[config.mk]
export PLATFORM = sky130hd
export DESIGN_NAME = tbr_loop_monitor
export DESIGN_NICKNAME = d
export VERILOG_FILES = /design/src/rtl/tbr_pkg.sv /design/src/rtl/tbr_ring.sv /design/src/rtl/tbr_loop_meter.sv /design/src/rtl/tbr_loop_monitor.sv
export SDC_FILE = /design/constraint.sdc
export NUM_CORES = 2
export LEC_CHECK = 0
export BUFFER_PORTS_ARGS = -buffer_cell sky130_fd_sc_hd__buf_2
export CAP_MARGIN = 0
export CORE_MARGIN = 3
export CORE_UTILIZATION = 25
export DETAILED_ROUTE_END_ITERATION = 12
export PLACE_DENSITY = 0.52
export SETUP_SLACK_MARGIN = 0.3
export SYNTH_ARGS = -nofsm -noshare
export SYNTH_HDL_FRONTEND = slang
export SYNTH_SLANG_ARGS = --single-unit
export TNS_END_PERCENT = 1
[constraint.sdc]
create_clock -name clk -period 5.4 [get_ports clk]
set_clock_uncertainty 0.15 [all_clocks]
set_input_delay 0.54 -clock clk [delete_from_list [all_inputs] [get_ports clk]]
set_output_delay 0.54 -clock clk [all_outputs]
set_load 0.02 [all_outputs]
[src/rtl/tbr_pkg.sv]
package tbr_pkg;

    localparam int PC_W = 32;
    localparam int TS_W = 32;

    typedef struct packed {
        logic [PC_W-1:0] pc;
        logic [PC_W-1:0] target;
        logic [TS_W-1:0] stamp;
    } tbr_rec_t;

    // Elapsed cycles between two timestamps, tolerant of counter wrap.
    function automatic logic [TS_W-1:0] stamp_delta(input logic [TS_W-1:0] newer,
                                                    input logic [TS_W-1:0] older);
        return newer - older;
    endfunction

endpackage

[src/rtl/tbr_ring.sv]
module tbr_ring
    import tbr_pkg::*;
#(
    parameter int DEPTH = 32,
    localparam int IDX_W = $clog2(DEPTH)
) (
    input  logic             clk,
    input  logic             rst,
    input  logic             clear,
    input  logic             wr_en,
    input  tbr_rec_t         wr_rec,
    input  logic [IDX_W-1:0] rd_idx,
    output logic             rd_valid,
    output tbr_rec_t         rd_rec,
    output logic [IDX_W:0]   fill
);

    tbr_rec_t         store [DEPTH];
    logic [IDX_W-1:0] wr_ptr;
    logic [IDX_W-1:0] rd_slot;

    always_ff @(posedge clk) begin
        if (wr_en) store[wr_ptr] <= wr_rec;
    end

    always_ff @(posedge clk) begin
        if (rst || clear) begin
            wr_ptr <= '0;
            fill   <= '0;
        end else if (wr_en) begin
            wr_ptr <= (int'(wr_ptr) == DEPTH - 1) ? '0 : wr_ptr + 1'b1;
            if (int'(fill) < DEPTH) fill <= fill + 1'b1;
        end
    end

    always_comb begin
        int s;
        s        = (int'(wr_ptr) + DEPTH - 1 - int'(rd_idx)) % DEPTH;
        rd_slot  = IDX_W'(s);
        rd_valid = ({1'b0, rd_idx} < fill);
        rd_rec   = rd_valid ? store[rd_slot] : '0;
    end

    assert_fill_bound_R5: assert property (@(posedge clk) disable iff (rst)
        int'(fill) <= DEPTH);

    assert_fill_step_R5: assert property (@(posedge clk) disable iff (rst)
        (wr_en && !clear && int'(fill) < DEPTH) |=> (fill == $past(fill) + 1'b1));

    assert_clear_empty_R7: assert property (@(posedge clk) disable iff (rst)
        clear |=> (fill == '0));

endmodule

[src/rtl/tbr_loop_meter.sv]
module tbr_loop_meter
    import tbr_pkg::*;
#(
    parameter int CNT_W = 8
) (
    input  logic             clk,
    input  logic             rst,
    input  logic             clear,
    input  logic             rec_en,
    input  tbr_rec_t         rec,
    input  logic [PC_W-1:0]  cfg_outer,
    input  logic [PC_W-1:0]  cfg_inner,
    output logic [TS_W-1:0]  latency,
    output logic [CNT_W-1:0] trips,
    output logic             meas_valid
);

    logic [TS_W-1:0]  last_outer;
    logic             seen_outer;
    logic [CNT_W-1:0] inner_run;
    logic             hit_outer;
    logic             hit_inner;

    assign hit_outer = rec_en && (rec.pc == cfg_outer);
    assign hit_inner = rec_en && (rec.pc == cfg_inner) && !hit_outer;

    always_ff @(posedge clk) begin
        if (rst || clear) begin
            last_outer <= '0;
            seen_outer <= 1'b0;
            inner_run  <= '0;
            latency    <= '0;
            trips      <= '0;
            meas_valid <= 1'b0;
        end else if (hit_outer) begin
            if (seen_outer) begin
                latency    <= stamp_delta(rec.stamp, last_outer);
                trips      <= inner_run;
                meas_valid <= 1'b1;
            end
            last_outer <= rec.stamp;
            seen_outer <= 1'b1;
            inner_run  <= '0;
        end else if (hit_inner && (inner_run != '1)) begin
            inner_run <= inner_run + 1'b1;
        end
    end

    assert_clear_drop_R7: assert property (@(posedge clk) disable iff (rst)
        clear |=> !meas_valid);

    assert_valid_cause_R10: assert property (@(posedge clk) disable iff (rst)
        $rose(meas_valid) |-> $past(rec_en && (rec.pc == cfg_outer)));

    assert_lat_change_R8: assert property (@(posedge clk) disable iff (rst)
        (!$stable(latency) && meas_valid) |-> $past(rec_en && (rec.pc == cfg_outer)));

endmodule

[src/rtl/tbr_loop_monitor.sv]
module tbr_loop_monitor
    import tbr_pkg::*;
#(
    parameter int DEPTH = 32,
    parameter int CNT_W = 8,
    localparam int IDX_W = $clog2(DEPTH)
) (
    input  logic             clk,
    input  logic             rst,
    input  logic             br_valid,
    input  logic             br_taken,
    input  logic [PC_W-1:0]  br_pc,
    input  logic [PC_W-1:0]  br_target,
    input  logic [TS_W-1:0]  cycle_now,
    input  logic             freeze,
    input  logic             clear,
    input  logic [PC_W-1:0]  cfg_outer_pc,
    input  logic [PC_W-1:0]  cfg_inner_pc,
    input  logic [IDX_W-1:0] rd_idx,
    output logic             rd_valid,
    output logic [PC_W-1:0]  rd_pc,
    output logic [PC_W-1:0]  rd_target,
    output logic [TS_W-1:0]  rd_stamp,
    output logic [IDX_W:0]   fill_count,
    output logic [TS_W-1:0]  iter_latency,
    output logic [CNT_W-1:0] trip_count,
    output logic             meas_valid
);

    tbr_rec_t new_rec;
    tbr_rec_t out_rec;
    logic     rec_en;

    assign rec_en  = br_valid && br_taken && !freeze && !clear;
    assign new_rec = '{pc: br_pc, target: br_target, stamp: cycle_now};

    tbr_ring #(.DEPTH(DEPTH)) u_ring (
        .clk      (clk),
        .rst      (rst),
        .clear    (clear),
        .wr_en    (rec_en),
        .wr_rec   (new_rec),
        .rd_idx   (rd_idx),
        .rd_valid (rd_valid),
        .rd_rec   (out_rec),
        .fill     (fill_count)
    );

    tbr_loop_meter #(.CNT_W(CNT_W)) u_meter (
        .clk        (clk),
        .rst        (rst),
        .clear      (clear),
        .rec_en     (rec_en),
        .rec        (new_rec),
        .cfg_outer  (cfg_outer_pc),
        .cfg_inner  (cfg_inner_pc),
        .latency    (iter_latency),
        .trips      (trip_count),
        .meas_valid (meas_valid)
    );

    assign rd_pc     = out_rec.pc;
    assign rd_target = out_rec.target;
    assign rd_stamp  = out_rec.stamp;

    assert_untaken_ignored_R2: assert property (@(posedge clk) disable iff (rst)
        (!(br_valid && br_taken) && !clear) |=> $stable(fill_count));

    assert_freeze_hold_R6: assert property (@(posedge clk) disable iff (rst)
        (freeze && !clear) |=> ($stable(fill_count) && $stable(iter_latency)
                                && $stable(trip_count) && $stable(meas_valid)));

endmodule

# ---- Word level (Yosys, flattened, before mapping)
# Memories as Yosys holds them, arrays and structs flattened.
# Index checks and enable logic that the tools add are counted.
dict set report totals {
  regBits 93
  latch_bits 0
  ram_bits 3072
  romBits 0
  input_bits 171
  out_inout_bits 144
  word_cells 40
  memories 1
}
# name depth word_bits read_ports rd_ports_with_merged_regs write_ports line_no
set mem_list {}
lappend mem_list {u_ring.store 32 96 1 0 1 tbr_ring.sv:18} ;# tbr_rec_t store [DEPTH];
dict set report op_classes {
  addsub 7
  n_mul 0
  n_div 0
  order_cmp 2
  n_eq_ne 4
  n_shift 0
  mux 4
  bitwise_logic 0
  reduce_logical 14
}
# cell count
set op_table {}
lappend op_table {{two-way mux 96 bit} 1}
lappend op_table {{equality test 32 bit} 2}
lappend op_table {{subtractor 32 bit} 1}
lappend op_table {{adder 5 x 1 -> 5 bit (second input constant)} 2}
lappend op_table {{adder 8 x 1 -> 8 bit (second input constant)} 1}
lappend op_table {{inequality test 8 bit (second input constant)} 1}
lappend op_table {{logical AND 1 bit} 7}
lappend op_table {{adder 6 x 1 -> 6 bit (second input constant)} 1}
lappend op_table {{< comparator 5 x 6 -> 1 bit} 1}
lappend op_table {{< comparator 6 bit (second input constant)} 1}
lappend op_table {{equality test 5 x 1 -> 1 bit (second input constant)} 1}
lappend op_table {{two-way mux 5 bit} 1}
lappend op_table {{subtractor 5 x 2 -> 5 bit (second input constant)} 1}
lappend op_table {{subtractor 5 bit} 1}
lappend op_table {{AND reduction 2 bit} 2}
lappend op_table {{logical NOT 1 bit} 3}
lappend op_table {{two-way mux 1 bit} 2}
lappend op_table {{OR reduction 2 bit} 1}
lappend op_table {{logical OR 1 bit} 1}

# ---- Longest topological paths before layout
dict set report logic_depth {
  ltp_word 7
  depth_mapped 12
}

# ---- Cells and area by module
# From an unflattened synthesis, not the netlist that was laid out.
dict set report hier_totals {
  hier_cells 8229
  hier_area_um2 129551.8
}
# mod instances cells_each area_per_inst_um2
set by_module_without_submodules {}
lappend by_module_without_submodules {tbr_ring 1 7516 123976.4}
lappend by_module_without_submodules {tbr_loop_meter 1 712 5562.8}
lappend by_module_without_submodules {tbr_loop_monitor 1 1 12.5}

# ---- Least setup slack after synthesis
# No wires, ideal clock.
dict set report synth_timing {
  path_type {input to register}
  startpoint {in freeze}
  endpoint {mem u_ring.store[29][0] (netlist bit) (enable)}
  setup_ns 0.552
  arrival_ns 5.224
  path_slack_ns -0.526
  path_stages 5
  n_path_buf 1
  cell_sequence {nor2_2 > and3_1 > clkbuf_1 > nand2_1 > nor2_1}
}
dict set report synth_via {
  elab_chain_len 5
}
# item line_no
set synth_lines {}
lappend synth_lines {{start, declared} tbr_loop_monitor.sv:15} ;# input logic freeze,
lappend synth_lines {{logical NOT 1 bit} tbr_loop_monitor.sv:34} ;# assign rec_en = br_valid && br_taken && !freeze && !clear;
lappend synth_lines {{logical AND 1 bit (2 in a row)} tbr_loop_monitor.sv:34}
lappend synth_lines {{two-way mux 1 bit} tbr_ring.sv:23} ;# if (wr_en) store[wr_ptr] <= wr_rec;
lappend synth_lines {{two-way mux 1 bit (implied by the code)} tbr_ring.sv:23}
lappend synth_lines {{end, declared} tbr_ring.sv:18}
# No other way between the ends.

# ---- Worst setup path after layout
dict set report layout_timing {
  startpoint {reg u_ring.wr_ptr[0]}
  endpoint {out rd_pc[19]}
}
dict set report layout_via {
  elab_chain_len 5
}
# item line_no
set layout_lines {}
lappend layout_lines {{start, declared} tbr_ring.sv:19} ;# logic [IDX_W-1:0] wr_ptr;
lappend layout_lines {{start signal, assigned} tbr_ring.sv:31} ;# wr_ptr <= (int'(wr_ptr) == DEPTH - 1) ? '0 : wr_ptr + 1'b1;
lappend layout_lines {{adder 5 x 1 -> 5 bit} tbr_ring.sv:38} ;# s = (int'(wr_ptr) + DEPTH - 1 - int'(rd_idx)) % DEPTH;
lappend layout_lines {{subtractor 5 x 2 -> 5 bit} tbr_ring.sv:38}
lappend layout_lines {{subtractor 5 bit} tbr_ring.sv:38}
lappend layout_lines {{memory (32 x 96 bit)} --}
lappend layout_lines {{two-way mux 96 bit} tbr_ring.sv:41} ;# rd_rec = rd_valid ? store[rd_slot] : '0;
lappend layout_lines {{end, declared} tbr_loop_monitor.sv:21} ;# output logic [PC_W-1:0] rd_pc,
# No other way between the ends.

==> metrics.txt <==
CTS tree done; Mapped Area 122000 sq um; WL met3 24100 um; min cycle time layout 5.07 ns; Post-synth EDFFs 3072; type of the worst setup path reg2out; via count 60.5k; Worst Tran Pin Value 1.25 ns; Die Wd 706 um; syn avg cell area 22.7 sq um; TritonCTS Buffers 338; CTS H-tree lvls 5; PnR worst setup slack 0.332 ns; WL met2 184000 um; DRT iter0 DRCs 6855; max_slew headroom 16.9%; total track usage 14.5%; Core ar. 487000 sq um; row count 256; internal power 41.2 mW; GR Overflow Total 0; Final Wtd Congestion 0.738; pwr dens 358 nW/um^2; crit share post-route 93.9%; Synth Net Count 5602; Sw Ratio 21.8%; Top Ports 315; fin nets 6328; Final Max Slew Viols 0; first drt pass iteration count 6; Max VDD drop 0.000251 V; post-synthesis async set-or-reset flop share 0%; top-area cell type share of the netlist area 75.3%; worst skew pair latency 0.95 ns; CP Data Arrival Time 4.38 ns; Unique masters post-synth 61; CP endpoint kind output port; count of final setup violators 0; Area contributors post-synth edfxtp_1 (75%), mux4_2 (18%), dfxtp_1 (1.5%); Synth top cells by count edfxtp_1 (3072), mux4_2 (960), nand2_1 (283); Yosys reg bits 3165; Max clock buf depth 4; Placement Setup Slack 0.258 ns; cell with the most instances after synthesis edfxtp_1; FMAX 197 MHz; DRC violations left 0; Sequential Power Share 51.1%; Starting Density 25.1%; critical path required time 4.71 ns; # fillers 46.7k; Leak 45.6 nW; vias in the first global route 62.8k; Clk pwr share 43.3%; global-route wire length before repair 508000 um; Seq/Total Area, Yosys 76.9%; Hold Vio Cnt, Final 0; HPWL Detailed 191000 um; startpoint types flip-flop; switching power 11.5 mW; min-delay worst type in2reg; status finished clean; most area-hungry cell type in the Yosys netlist edfxtp_1; CTS sink count 3165; area grow syn2layout 20.2%; WL final 370000 um; Top FF cell, synth edfxtp_1; overall power 52.7 mW; vias per cell 4.71; largest net degree at the start of global routing 83; crit-path max FO 13; IO Port Bufs 314; clock-pin slew on the worst setup and hold paths 0.06 ns; die height 706 um; DRT antenna net count 0; DR top layer met5; share of post-route cells with drive strength above 1 32.7%; combinational power share 5.6%; synth warn 0; DR WL/cell 28.8 um; antenna violations before repair 43; clk root buf clkbuf_16; RSZ-0062 raised after global routing true; Post-Synthesis Cells 5383; final core occ 30.2%; WL met1 151000 um; maxcap violations 0; die footprint 498000 sq um
==> per-layer routing <==
layer	up-vias	global-route usage (%)
li1	24200	-
met1	33500	18.9
met2	2252	24.6
met3	535	2.59
met4	14	4.20
met5	-	0
==> timing repair <==
item / CTS / global route
setup endpoints to repair: 84 / 39
pin swaps: 1 / 0
gates cloned: 17 / 1
hold endpoints to repair: 2146 / 0
hold buffers: 75 / 0
setup buffers: 12 / 1
gates resized for setup: 37 / 0
==> cells in the final DEF (no fill, tap or decap), types with 28 or more instances in the layout <==
cell type / instances
dlygate4sd3_1: 75
nor2_1: 78
mux4_2: 960
edfxtp_1: 3072
clkbuf_16: 340
buf_2: 314
ha_1: 45
xnor2_1: 47
dfxtp_1: 90
a21oi_1: 153
nand2_1: 283
buf_4: 126
bufinv_16: 28
clkinv_1: 83
buf_12: 110
inv_1: 53
xor2_1: 51
mux2i_1: 34
clkbuf_1: 58
nor2_4: 33
clkinv_2: 63
==> worst max-delay path, stage by stage (launching register included) <==
cell       delay [ns]
dfxtp_2          0.38
ha_4             0.18
fa_4             0.80
buf_16           0.22
buf_16           0.20
bufbuf_16        0.32
mux4_2           0.29
mux4_2           0.46
nand2_1          0.08
a21oi_1          0.07
buf_4            0.18
buf_2            0.16
==> layout make-up <==
cell class              instances  area [sq um]  area share, %
flip-flops and latches       3165         94100           63.9
multi-input cells            1888         27400           18.6
clock buffers                 399          8720           5.92
well taps                    6450          8070           5.48
repair buffers                663          6510           4.42
clock inverters               217          2150           1.46
inverters                      53           199          0.135
diodes                         14          35.0         0.0238
==> power groups by stage <==
stage,clock network (mW),logic [mW],registers (mW)
2_1_floorplan,0,1.61,27.5
3_3_place_gp,0,2.83,27.5
3_5_place_dp,0,2.87,27.5
4_1_cts,23.4,3.05,26.9
5_1_grt,24.3,3.19,26.9
6_report,22.8,2.97,26.9
==> sequential cells by signal, summed over array words and instances (netlist names) <==
register / count
u_meter.inner_run: 8
u_meter.last_outer: 32
u_meter.latency: 32
u_meter.meas_valid: 1
u_meter.seen_outer: 1
u_meter.trips: 8
u_ring.fill: 6
u_ring.store: 3072
u_ring.wr_ptr: 5
==> stage by stage <==
| step | hold slack (ns) | instances | setup TNS (ns) | area [sq um] |
|---|---|---|---|---|
| 2_1_floorplan | 0.310 | 5383 | -1607.42 | 122000 |
| 3_3_place_gp | 0.291 | 12100 | 0 | 135000 |
| 3_5_place_dp | 0.293 | 12100 | 0 | 135000 |
| 4_1_cts | 0.00526 | 12800 | 0 | 147000 |
| 5_1_grt | 0.0594 | 12800 | 0 | 147000 |
| 6_report | 0.0678 | 12800 | 0 | 147000 |
==> logic make-up (layout without fill, tap and decap cells) <==
family	count (synthesis)	in the layout	share of synthesized area, %
fa+ha+maj	48	48	0.503
buf+inv	330	1332	1.07
other cells	0	14	0
flops	3165	3165	76.9
mux	994	994	17.9
compound gates	235	235	1.10
xor+xnor	102	102	0.730
simple gates	509	509	1.80
==> path summary, 6_finish.rpt <==
path	cells after the start	end	start	slack, ns
setup / recovery	11	rd_pc[19]	u_ring.wr_ptr[0]	0.33
hold / removal	1	u_ring.store[29][16]	cycle_now[16]	0.07
setup reg to reg	11	u_meter.latency[27]	u_meter.last_outer[7]	2.08
hold reg to reg	2	u_meter.trips[4]	u_meter.trips[4]	0.30
No activity file was read; power rests on OpenSTA's default activity.
